**config.mk**
```make
export PLATFORM = sky130hd
export DESIGN_NAME = wdt_prescaled
export DESIGN_NICKNAME = d
export VERILOG_FILES = /design/src/rtl/wdt_prescaled.sv
export SDC_FILE = /design/constraint.sdc
export NUM_CORES = 1
export LEC_CHECK = 0
export CAP_MARGIN = 20
export CELL_PAD_IN_SITES_DETAIL_PLACEMENT = 0
export CELL_PAD_IN_SITES_GLOBAL_PLACEMENT = 1
export CORE_UTILIZATION = 47
export CTS_CLUSTER_DIAMETER = 100
export CTS_CLUSTER_SIZE = 40
export DETAILED_ROUTE_END_ITERATION = 12
export DONT_BUFFER_PORTS = 1
export PLACE_DENSITY_LB_ADDON = 0.08
export SLEW_MARGIN = 25
export SYNTH_ARGS = -nofsm -noshare
export SYNTH_HDL_FRONTEND = slang
export SYNTH_SLANG_ARGS = --single-unit
```
**constraint.sdc**
```tcl
create_clock -name clk -period 2.5 [get_ports clk]
set_clock_uncertainty 0.05 [all_clocks]
set_input_delay 0.5 -clock clk [delete_from_list [all_inputs] [get_ports clk]]
set_output_delay 0.5 -clock clk [all_outputs]
set_load 0.02 [all_outputs]
```
**src/rtl/wdt_prescaled.sv**
```systemverilog
module wdt_prescaled #(
  parameter int CNT_W = 8,
  parameter int SEL_W = 3
) (
  input  logic             clk,
  input  logic             rst_n,
  input  logic             wdt_en,
  input  logic             clr_wdt,
  input  logic             sleep_cmd,
  input  logic [SEL_W-1:0] ratio_sel,
  output logic             wdt_reset,
  output logic             no_timeout,
  output logic             no_powerdown
);
  localparam int PRE_W = (1 << SEL_W) - 1;

  logic [PRE_W-1:0] pre;
  logic [CNT_W-1:0] cnt;
  logic [PRE_W:0]   span;
  logic [PRE_W-1:0] last;
  logic             tick, wrap;

  assign span = (PRE_W+1)'(1) << ratio_sel;
  assign last = PRE_W'(span - (PRE_W+1)'(1));
  assign tick = wdt_en && (pre >= last);
  assign wrap = tick && (cnt == '1);

  always_ff @(posedge clk or negedge rst_n) begin
    if (!rst_n) begin
      pre          <= '0;
      cnt          <= '0;
      wdt_reset    <= 1'b0;
      no_timeout   <= 1'b1;
      no_powerdown <= 1'b1;
    end else begin
      wdt_reset <= 1'b0;
      if (clr_wdt) begin
        pre          <= '0;
        cnt          <= '0;
        no_timeout   <= 1'b1;
        no_powerdown <= 1'b1;
      end else if (sleep_cmd) begin
        pre          <= '0;
        cnt          <= '0;
        no_timeout   <= 1'b1;
        no_powerdown <= 1'b0;
      end else if (!wdt_en) begin
        pre <= '0;
        cnt <= '0;
      end else begin
        pre <= tick ? '0 : pre + 1'b1;
        if (tick) cnt <= cnt + 1'b1;
        if (wrap) begin
          wdt_reset  <= 1'b1;
          no_timeout <= 1'b0;
        end
      end
    end
  end
endmodule

```
* After elaboration in Yosys (flattened, before gate mapping) *
Index checks and enable logic that the tools add are counted.

storage, ports and cells
  output and inout bits = 3
  input port bits = 8
  register bits = 18
  memory bits (read-only) = 0
  bits in latches = 0
  memories = 0
  memory bits (writable) = 0
  logic and storage cells = 36

cells by class
  $lt $le $gt $ge = 1
  multipliers = 0
  equality and inequality tests = 2
  muxes and demuxes = 18
  divide/modulo/power cells = 0
  shift-type cells = 1
  bitwise gates (word level) = 0
  reduce and logical (&&, ||, !) cells = 6
  add/sub/neg operators = 3

operators with widths
  kind                                                                 count
  8-bit 2-to-1 mux                                                     4
  7-bit 2-to-1 mux                                                     4
  1-bit 2-to-1 mux                                                     10
  8-bit by 1-bit adder with 8-bit output (second input constant)       1
  8-bit == test (second input constant)                                1
  7-bit by 1-bit adder with 7-bit output (second input constant)       1
  7-bit greater-or-equal comparator                                    1
  1-bit by 3-bit left shift with 7-bit output (first input constant)   1
  7-bit by 1-bit subtractor with 7-bit output (second input constant)  1
  3-bit nonzero test                                                   2
  4-bit by 1-bit != test with 1-bit output (second input constant)     1
  1-bit logical AND                                                    2
  2-bit AND reduction                                                  1
  2-bit nonzero test                                                   1

* Logic depth before layout (Yosys ltp) *
  word-level depth = 9
  depth in mapped cells = 8
  gate-level depth less buffers = 7

* Least setup slack after synthesis *
OpenSTA, ideal clock, no wires.

  kind = input to register
  start = input ratio_sel[1]
  end = register cnt[0]
  path slack = 197 ps
  required time = 2323 ps
  data arrival time = 2126 ps
  path buffers = 1
  cell stages on the path = 8
  setup time = 127 ps
  cell sequence = or3_1 -> ha_1 -> nand2b_4 -> a2111oi_4 -> o21a_4 -> buf_6 -> xor2_1 -> nor2_1

between the ends
  longest elaborated chain between the ends = 5

RTL lines
  item                                                line  RTL
  start, declared                                     10    input logic [SEL_W-1:0] ratio_sel,
  1-bit by 3-bit left shift with 7-bit output         23    assign span = (PRE_W+1)'(1) << ratio_sel;
  7-bit by 1-bit subtractor with 7-bit output         24    assign last = PRE_W'(span - (PRE_W+1)'(1));
  7-bit greater-or-equal comparator                   25    assign tick = wdt_en && (pre >= last);
  1-bit logical AND                                   25
  4-bit by 1-bit != test with 1-bit output (no line)  --
  end signal, assigned                                52    if (tick) cnt <= cnt + 1'b1;
  end, declared                                       18    logic [CNT_W-1:0] cnt;

No other way between the ends.
A chain may end at the register's enable or synchronous reset.

* Worst setup path in the final report *
  start = input ratio_sel[1]
  end = register cnt[7]

Same word-level chain as after synthesis.

==> metrics.csv <==
stage,metric,value,unit
outcome,status,finished clean,
power,Leak Pwr,0.470,nW
cts,CTS Buffer Depth,2,
sta,slack of the critical path,0.463,ns
sta,RSZ-0062 raised after global routing,false,
power,Tot Pwr,508,µW
die,Die Y,48.6,µm
sta,Tmin final,2.04,ns
critical_path,Critical Path Sink Type,flop,
power,P per Cell Area,466,mW/mm²
yosys,"Distinct cells, synth",27,
job,Max Cap Viol,0,
yosys,"area leader, netlist",dfrtp_1,
grt,gr usage total,16.6,%
sta,Final Hold Viols,0,
cts,CTS sink count,18,
final_layout,layout cells sized above 1,10.5,%
critical_path,Crit Path Class,in2reg,
cts,post-cts resize count,0,
sta,Final period util,81.5,%
final_layout,Fillers,195,
sta,max frequency,491,MHz
cts,Worst-path clk slew,0.10,ns
die,Die ar.,0.00237,mm²
die,Initial Util,51.1,%
yosys,"Seq/Total Area, Yosys",44.3,%
place,pre-CTS WS,0.158,ns
power,Worst VDD drop,0.377,mV
sta,setup violators final,0,
grt,gr ovfl total,0,
yosys,synthesized net count,118,
grt,largest net degree at the start of global routing,19,
final_layout,post-route cell area,0.00109,mm²
detailed_routing,wire per inst,13.3,µm
grt,number of antenna violations at the first check in global routing,0,
die,die width,48.6,µm
die,# rows,16,
cts,worst skew pair latency,0.29,ns
critical_path,CP Data Required Time,2.67,ns
cts,Setup Buffers After CTS,0,
critical_path,Worst setup SP type,input pin,
power,sw frac,22.1,%
detailed_routing,Avg Vias per Cell,5.52,
sta,Slew Limit Fails,0,
place,Placed Area,0.00104,mm²
detailed_routing,ANT nets after route,0,
yosys,Synth Warn #,0,
place,RD Place Congestion,0.724,
die,# IOs,11,
yosys,Synth Cell Area,0.00102,mm²
grt,first-pass GRT wire length,3000,µm
grt,number of global-route vias before repair,675,
yosys,synth top area cells,"dfrtp_1 39%, ha_1 11%, dfstp_2 5.1%",
sta,setup_tns,0,ns
final_layout,Post-layout nets,123,
yosys,top cell type's share of synthesized area,39.2,%
die,area of the core,0.00200,mm²
detailed_routing,DR vias,728,
detailed_routing,final wirelength,1750,µm
cts,Num CTS Buffers,3,
min_path,Worst Hold Class,in2reg,
final_layout,ANT cells,0,
critical_path,FF-to-FF setup slack,0.57,ns
yosys,Avg Inst Size Synth,10.1,µm²
critical_path,crit path DAT,2.21,ns
power,Comb pwr share,6.4,%
power,Int Power,396,µW
yosys,register bit total from synthesis,18,
power,Net Sw Power,112,µW
cts,H-tree Lvls,1,
final_layout,area overhead of the layout relative to synthesis,6.73,%
place,placed cell count,127,
place,hpwl dp,1310,µm
cts,CTS tree,done,
power,Flop pwr share,58.4,%
power,clock share of power,35.3,%
final_layout,Final Non-Filler Cells,132,
place,PortBufs,0,
detailed_routing,DR iter-0 viols,8,
final_layout,multi-input combinational cell area,543,µm²
sta,worst-margin pin slew,0.839,ns
final_layout,Seq. cell area,453,µm²
detailed_routing,first-pass detailed-route iteration total,4,
detailed_routing,DRC errors left,0,
cts,Clock Tree Root,clkbuf_4,
critical_path,worst-path fanout max,18,
sta,relative slew slack,43.9,%
yosys,Syn Inst Count,101,
[cell usage in the layout (no fill, tap or decap), types with 3 or more instances in the layout]
| master | synthesis | final |
|---|---|---|
| nand3_1 | 8 | 8 |
| dfrtp_1 | 16 | 16 |
| o21ai_0 | 3 | 3 |
| ha_1 | 9 | 9 |
| nand2_1 | 5 | 5 |
| xor2_1 | 3 | 3 |
| xnor2_1 | 3 | 3 |
| o21ai_1 | 5 | 5 |
| or3_1 | 7 | 7 |
| nor2_1 | 11 | 11 |
| inv_1 | 4 | 4 |
| and3_1 | 3 | 3 |
| a21oi_1 | 8 | 8 |
| clkbuf_4 | 0 | 3 |
[path summary, 6_finish.rpt]
path	to	start	cells past startpoint
worst max register to register	cnt[7]	pre[0]	7
worst min-delay path	no_powerdown	clr_wdt	1
worst max-delay path	cnt[7]	ratio_sel[1]	7
max in group asynchronous	cnt[2]	rst_n	1
min in group asynchronous	pre[6]	rst_n	1
worst min register to register	pre[0]	pre[0]	1
[sequential cells by signal, summed over array words and instances (netlist names)]
name          cells
cnt               8
pre               7
no_powerdown      1
no_timeout        1
wdt_reset         1
[what timing repair did]
action / CTS / global route
endpoints found under the setup margin: 0 / 0
endpoints found under the hold margin: 18 / 0
hold buffers: 1 / 0
[metrics by stage]
step	util [%]	hold slack, ns
final	54.5	0.247
after global routing	54.5	0.249
after CTS	54.5	0.240
after detailed placement	52.2	0.155
after global placement	52.2	0.155
after floorplan	-	0.154
[area by class of cell]
cell class | count | share of cell area, %
Clock buffer | 4 | 3.33
Inverter | 4 | 1.38
Multi-Input combinational cell | 78 | 49.8
Sequential cell | 18 | 41.5
Tap cell | 27 | 3.10
Timing Repair Buffer | 1 | 0.917
[cells by family after synthesis]
kind of cell	share of synthesized area, %
buffers and inverters	2.57
AO/OA/AOI/OAI	15.1
XOR/XNOR	5.14
flip-flops	44.3
AND/OR/NAND/NOR	21.9
adder cells (fa/ha/maj)	11.0
[routing by layer]
metal / GRT usage, % / up-vias / routed length, µm
met5: 0 / - / 0
met4: 4.41 / 0 / 0
met3: 2.83 / 0 / 53
met2: 27.5 / 13 / 855
met1: 22.4 / 348 / 843
li1: - / 367 / -
[critical path, stage by stage]
cell       delay, ns
or3_1           0.37
ha_1            0.28
nand2b_4        0.14
a2111oi_4       0.36
o21a_4          0.29
o21ai_0         0.13
a21oi_1         0.13
[power groups by stage]
stage	clock network (mW)	logic, mW	registers [mW]
2_1_floorplan	0	0.0224	0.302
3_3_place_gp	0	0.0255	0.303
3_5_place_dp	0	0.0260	0.303
4_1_cts	0.186	0.0332	0.297
5_1_grt	0.197	0.0367	0.297
6_report	0.179	0.0323	0.297
[cells in the mapped netlist, drive strengths merged]
library cell and number:
or3 7, and4 1, a21oi 8, nand2 6, buf 1, ha 9
o21ai 8, nand4 1, o21a 2, o2111ai 1, and2 1, dfrtp 16
nor2 11, and3 3, nor4b 1, xor2 3, inv 4, a21o 2
nand3 8, nor3 1, nand2b 1, a2111oi 1, xnor2 3, dfstp 2
No activity file was read; power rests on OpenSTA's default activity.
